==> src/rtl/usb_pwrup_seq.sv <==
module usb_pwrup_seq #(
  parameter int SETTLE_TICKS = 20,
  parameter int POLL_TICKS   = 1,
  parameter int CAP_BASE     = 10,
  parameter int USB_GAP      = 4,
  parameter int CAP_W        = 8,
  parameter int LIM_W        = 8,
  parameter int CNT_W        = 16
) (
  input  logic             clk,
  input  logic             rst_n,
  input  logic             tick,
  input  logic             pll_lock,
  input  logic             use_reg,
  input  logic [CAP_W-1:0] cap_tenths,
  input  logic [LIM_W-1:0] lock_limit,
  input  logic             usb_acc_req,
  output logic             syn_en,
  output logic [1:0]       syn_mode,
  output logic             ldo_en,
  output logic             ldo_curr_hi,
  output logic             usb_clk_en,
  output logic             usb_en,
  output logic             done,
  output logic             lock_err,
  output logic             usb_acc_gnt
);

  typedef enum logic [2:0] {
    S_CFG, S_SETTLE, S_CHECK, S_WAIT, S_REG, S_CAP, S_CLK, S_RUN
  } st_t;

  localparam logic [CNT_W-1:0] SETTLE_LAST = CNT_W'(SETTLE_TICKS - 1);
  localparam logic [CNT_W-1:0] POLL_LAST   = CNT_W'(POLL_TICKS - 1);
  localparam logic [CNT_W-1:0] GAP_LAST    = CNT_W'(USB_GAP - 1);

  st_t              st;
  logic             err_q;
  logic [CNT_W-1:0] cnt;
  logic [LIM_W-1:0] fails;
  logic [1:0]       mode_q;
  logic             ldo_q;

  wire [CNT_W-1:0] cap_last  = CNT_W'(cap_tenths) + CNT_W'(CAP_BASE - 1);
  wire [LIM_W:0]   fails_nxt = {1'b0, fails} + 1'b1;
  wire             timeout   = (lock_limit != '0) && (fails_nxt == {1'b0, lock_limit});

  always_ff @(posedge clk or negedge rst_n) begin
    if (!rst_n) begin
      st     <= S_CFG;
      err_q  <= 1'b0;
      cnt    <= '0;
      fails  <= '0;
      mode_q <= 2'b11;
      ldo_q  <= 1'b0;
    end else if (!err_q) begin
      case (st)
        S_CFG: begin
          st  <= S_SETTLE;
          cnt <= '0;
        end
        S_SETTLE: if (tick) begin
          if (cnt == SETTLE_LAST) begin
            st  <= S_CHECK;
            cnt <= '0;
          end else cnt <= cnt + 1'b1;
        end
        S_CHECK: begin
          if (pll_lock) begin
            mode_q <= 2'b10;
            st     <= S_REG;
          end else if (timeout) begin
            err_q <= 1'b1;
          end else begin
            fails <= fails_nxt[LIM_W-1:0];
            st    <= S_WAIT;
            cnt   <= '0;
          end
        end
        S_WAIT: if (tick) begin
          if (cnt == POLL_LAST) begin
            st  <= S_CHECK;
            cnt <= '0;
          end else cnt <= cnt + 1'b1;
        end
        S_REG: begin
          ldo_q <= use_reg;
          st    <= S_CAP;
          cnt   <= '0;
        end
        S_CAP: if (tick) begin
          if (cnt == cap_last) begin
            st  <= S_CLK;
            cnt <= '0;
          end else cnt <= cnt + 1'b1;
        end
        S_CLK: begin
          if (cnt == GAP_LAST) st <= S_RUN;
          else cnt <= cnt + 1'b1;
        end
        default: st <= st;
      endcase
    end
  end

  assign syn_en      = (st != S_CFG);
  assign syn_mode    = mode_q;
  assign ldo_en      = ldo_q;
  assign ldo_curr_hi = 1'b0;
  assign usb_clk_en  = (st == S_CLK) || (st == S_RUN);
  assign usb_en      = (st == S_RUN);
  assign done        = usb_en;
  assign lock_err    = err_q;
  assign usb_acc_gnt = usb_acc_req & done;

  p_mode_after_lock_r4: assert property (@(posedge clk) disable iff (!rst_n)
    (syn_mode == 2'b10 && $past(syn_mode) == 2'b11) |-> $past(pll_lock));

  p_core_needs_clk_r8: assert property (@(posedge clk) disable iff (!rst_n)
    usb_en |-> usb_clk_en);

  p_clk_before_core_r8: assert property (@(posedge clk) disable iff (!rst_n)
    $rose(usb_en) |-> $past(usb_clk_en));

  p_ldo_after_lock_r5: assert property (@(posedge clk) disable iff (!rst_n)
    ldo_en |-> (syn_en && syn_mode == 2'b10));

  p_err_halts_r10: assert property (@(posedge clk) disable iff (!rst_n)
    lock_err |-> (!usb_clk_en && syn_mode == 2'b11));

endmodule

==> config.mk <==
export PLATFORM = sky130hd
export DESIGN_NAME = usb_pwrup_seq
export DESIGN_NICKNAME = d
export VERILOG_FILES = /design/src/rtl/usb_pwrup_seq.sv
export SDC_FILE = /design/constraint.sdc
export NUM_CORES = 1
export LEC_CHECK = 0
export BUFFER_PORTS_ARGS = -buffer_cell sky130_fd_sc_hd__buf_2
export CORE_MARGIN = 5
export CORE_UTILIZATION = 57
export CTS_CLUSTER_DIAMETER = 120
export DETAILED_ROUTE_END_ITERATION = 6
export PLACE_DENSITY = 0.85
export RECOVER_POWER = 100
export SLEW_MARGIN = 40
export SYNTH_ARGS = -nofsm -noshare
export SYNTH_HDL_FRONTEND = slang
export SYNTH_SLANG_ARGS = --single-unit
==> constraint.sdc <==
create_clock -name clk -period 3.32 [get_ports clk]
set_input_delay 0.664 -clock clk [delete_from_list [all_inputs] [get_ports clk]]
set_output_delay 0.664 -clock clk [all_outputs]
set_load 0.02 [all_outputs]
==> impl_results.md <==
* Net Sw Frac at 36.2%
* Row count at 23
* Nets at 320
* Synth Area per Inst at 8.76 um^2
* I/O Pins at 32
* RR Startpoint: fails[0]$_DFFE_PN0P_
* R2R depth at 8
* Via count at 2160
* HP Class: flip-flop to flip-flop
* Setup crit start kind: flip-flop
* CTS tree: built
* Routed WL per cell at 15.8 um
* Reg2Reg Setup Slack at 0.35 ns
* Setup violators final at 0
* Gpl congestion at 0.844
* Critical Path Max Stage Delay at 0.58 ns
* Async S/R FF share, synth at 100%
* Crit-path max FO at 11
* Max stage delay cell, worst path: nor3_2
* Placed instance area at 2520 um^2
* Synth Area in Compound Gates at 22.2%
* Levels on crit path at 8
* Worst IR Drop VDD at 0.280 mV
* CP endpoint kind: flip-flop
* Critical path arrival at 3.19 ns
* DP Worst Slack at 0.410 ns
* Failing checks: max-capacitance violations, max-slew violations
* Drt total wl at 5.47 mm
* Full die area at 5590 um^2
* #FFs+latches synth at 30
* PD cells at 425 nW/um^2
* Worst Hold End: syn_mode[0]$_DFFE_PN1P_
* Syn nets at 299
* Total CTS buffers at 5
* Total GRT Usage at 22.1%
* Post-Syn Area at 2390 um^2
* R2R Path End: cnt[0]$_DFFE_PN0P_
* Clock Pin Slew Worst Setup and Hold Paths at 0.06 ns
* Main combinational cell family by area after synthesis: simple AND/OR/NAND/NOR gates
* Post-synth EDFFs at 0
* Share of layout cells above drive strength 1 at 15.9%
* Clock tree buffer depth at 2
* Worst path top cell family by delay: simple AND/OR/NAND/NOR gates
* Worst path cell trace: ha_1, or4b_1, o22ai_1, nor3_1, nor4b_4, o21a_2, nor3_2, mux2_2
* DPL Wire Length at 4.07 mm
* Critical path class: flip-flop to flip-flop
* # diodes at 0
* Worst setup startpoint: fails[0]$_DFFE_PN0P_
* Sw Pwr at 397 uW
* Combinational fraction of design power at 27.4%
* Setup_tns at 0 ns
* First-pass GRT wire length at 9.58 mm
* Power Internal at 699 uW
* Simple-gate area share of the yosys netlist at 28.7%
* Grt ovf at 0
* Final hold violation count at 0
* Drt pass-1 iters at 5
* Die W at 74.8 um
* Multiplexer share of the synthesized area at 1.41%
* MaxCap Viol Count at 1
* Antenna Nets Post-Route at 0
* Fillers at 311
* 1st-iter DRT viols at 140
* Gate Count Post-Synth at 273
* DRC at 0
* Hold Crit Start: syn_mode[0]$_DFFE_PN1P_
* Skew-Pair Late Insertion Delay at 0.28 ns
* Core area at 4030 um^2
* Post-CTS Setup Bufs at 0
* Area share of fa/ha/maj cells after synthesis at 2.09%
* Initial antenna violation count at 0
* Hold Path Stages at 2
* Fin crit period at 2.97 ns
* Fmax at 336 MHz
* RSZ-0062 raised after global routing: false
* Leakage power at 0.00111 uW
* Required @ worst endpoint at 3.54 ns
* Largest net degree at the start of global routing at 31
* Max Transition Viols Final at 31
* Synth unique cells at 64
* Vias per cell at 6.26
* Status: complete, but fails checks
* Num Clock Sinks at 30
* H-Tree Level Count at 2
* Post-route cell area at 2580 um^2
* Synth warn at 0
* CTS Hold Bufs at 0
* Post-CTS sizing at 0
* Post-Synth XOR/XNOR Area at 8.06%
* Setup slack after layout at 0.347 ns
* Synth Flop Type: dfrtp_1
* Clk pwr share at 25.7%
* Vias in the first global route at 2118
* Initial Util at 59.3%
* Worst slew pin tran at 1.57 ns
* PortBufs at 29
* Die height at 74.8 um
* Seq/Total Area, Yosys at 31.4%
* Area Growth Syn to Fin at 7.80%
* Period utilisation layout at 89.5%
* Crit path buf inv count at 0
* Max_slew headroom at -4.82%
* Root Driver: clkbuf_8
* Part of the power in registers at 46.9%
* Clock Skews at 0.00541 ns
==> sequential cells by signal, summed over array words and instances (netlist names) <==
register  flops
fails         8
syn_mode      1
st            3
lock_err      1
cnt          16
ldo_en        1
==> how the worst max path moves through the flow <==
stage | end
after floorplan | fails[7]$_DFFE_PN0P_
after global placement | cnt[2]$_DFFE_PN0P_
after detailed placement | cnt[2]$_DFFE_PN0P_
after CTS | fails[7]$_DFFE_PN0P_
after global routing | cnt[5]$_DFFE_PN0P_
final | cnt[0]$_DFFE_PN0P_
==> cell type report <==
cell class | instances | area (um^2) | area share, %
Multi-Input combinational cell | 213 | 1490 | 57.6
Tap cell | 50 | 62.6 | 2.43
Clock inverter | 2 | 10.0 | 0.388
Clock buffer | 6 | 72.6 | 2.82
Timing Repair Buffer | 30 | 143 | 5.53
Sequential cell | 30 | 752 | 29.2
Inverter | 14 | 52.6 | 2.04
==> cells by family after synthesis <==
logic type / count (synthesis)
AOI/OAI and AO/OA: 70
xor gates and xnor gates: 22
adders and majority gates: 4
buffers and inverters: 30
DFF: 30
muxes: 3
other: 2
and+or+nand+nor: 112
==> worst register-to-register path, delay by kind of cell (launching register included) <==
family	cells	cell delay, ns
fa+ha+maj	1	0.37
flops	1	0.45
simple gates	4	1.34
compound gates	2	0.47
mux	1	0.28
==> power by group through the flow <==
| stage | registers [uW] | clock network (uW) | logic, uW |
|---|---|---|---|
| global placement | 515 | 0 | 287 |
| CTS | 511 | 289 | 301 |
| global route | 524 | 305 | 336 |
| finish | 514 | 282 | 300 |
| floorplan | 440 | 0 | 303 |
| detailed placement | 516 | 0 | 300 |
==> cells in the mapped netlist, types with 6 or more instances <==
library cell,instances,area (um^2)
a21oi_1,12,60.1
a221o_1,6,60.1
clkbuf_1,7,26.3
dfrtp_1,29,726
inv_1,13,48.8
nand2_1,25,93.8
nand3_1,10,50.1
nand4_1,9,56.3
nor2_1,14,52.6
nor3_1,12,60.1
o21ai_0,6,30.0
xnor2_1,15,131
xor2_1,7,61.3
==> per-layer routing <==
metal / part of all wire [%] / vias to the layer above / global-route usage (%)
met5: 0 / - / 0
met4: 2.0 / 0 / 7.91
met1: 44 / 1009 / 28.5
li1: - / 1063 / -
met3: 6.2 / 13 / 5.21
met2: 48 / 75 / 36.5
==> metrics by stage <==
step	hold WS [ns]	std cells	util [%]	power, uW
after CTS	0.428	345	64.6	1100
after global placement	0.431	337	62.6	802
final	0.436	345	64.0	1100
after global routing	0.455	345	64.0	1170
after floorplan	0.368	273	-	743
after detailed placement	0.427	337	62.6	816
==> cells in the final DEF (no fill, tap or decap), types with 5 or more instances in the layout <==
cell type,instances
a21oi_1,13
a221o_1,6
a22o_1,5
and3_1,5
buf_2,21
clkbuf_1,9
clkbuf_8,5
dfrtp_1,29
inv_1,14
nand2_1,25
nand3_1,10
nand4_1,9
nor2_1,14
nor3_1,12
o21ai_0,6
xnor2_1,15
xor2_1,7
Power figures use the tool's default switching activity.
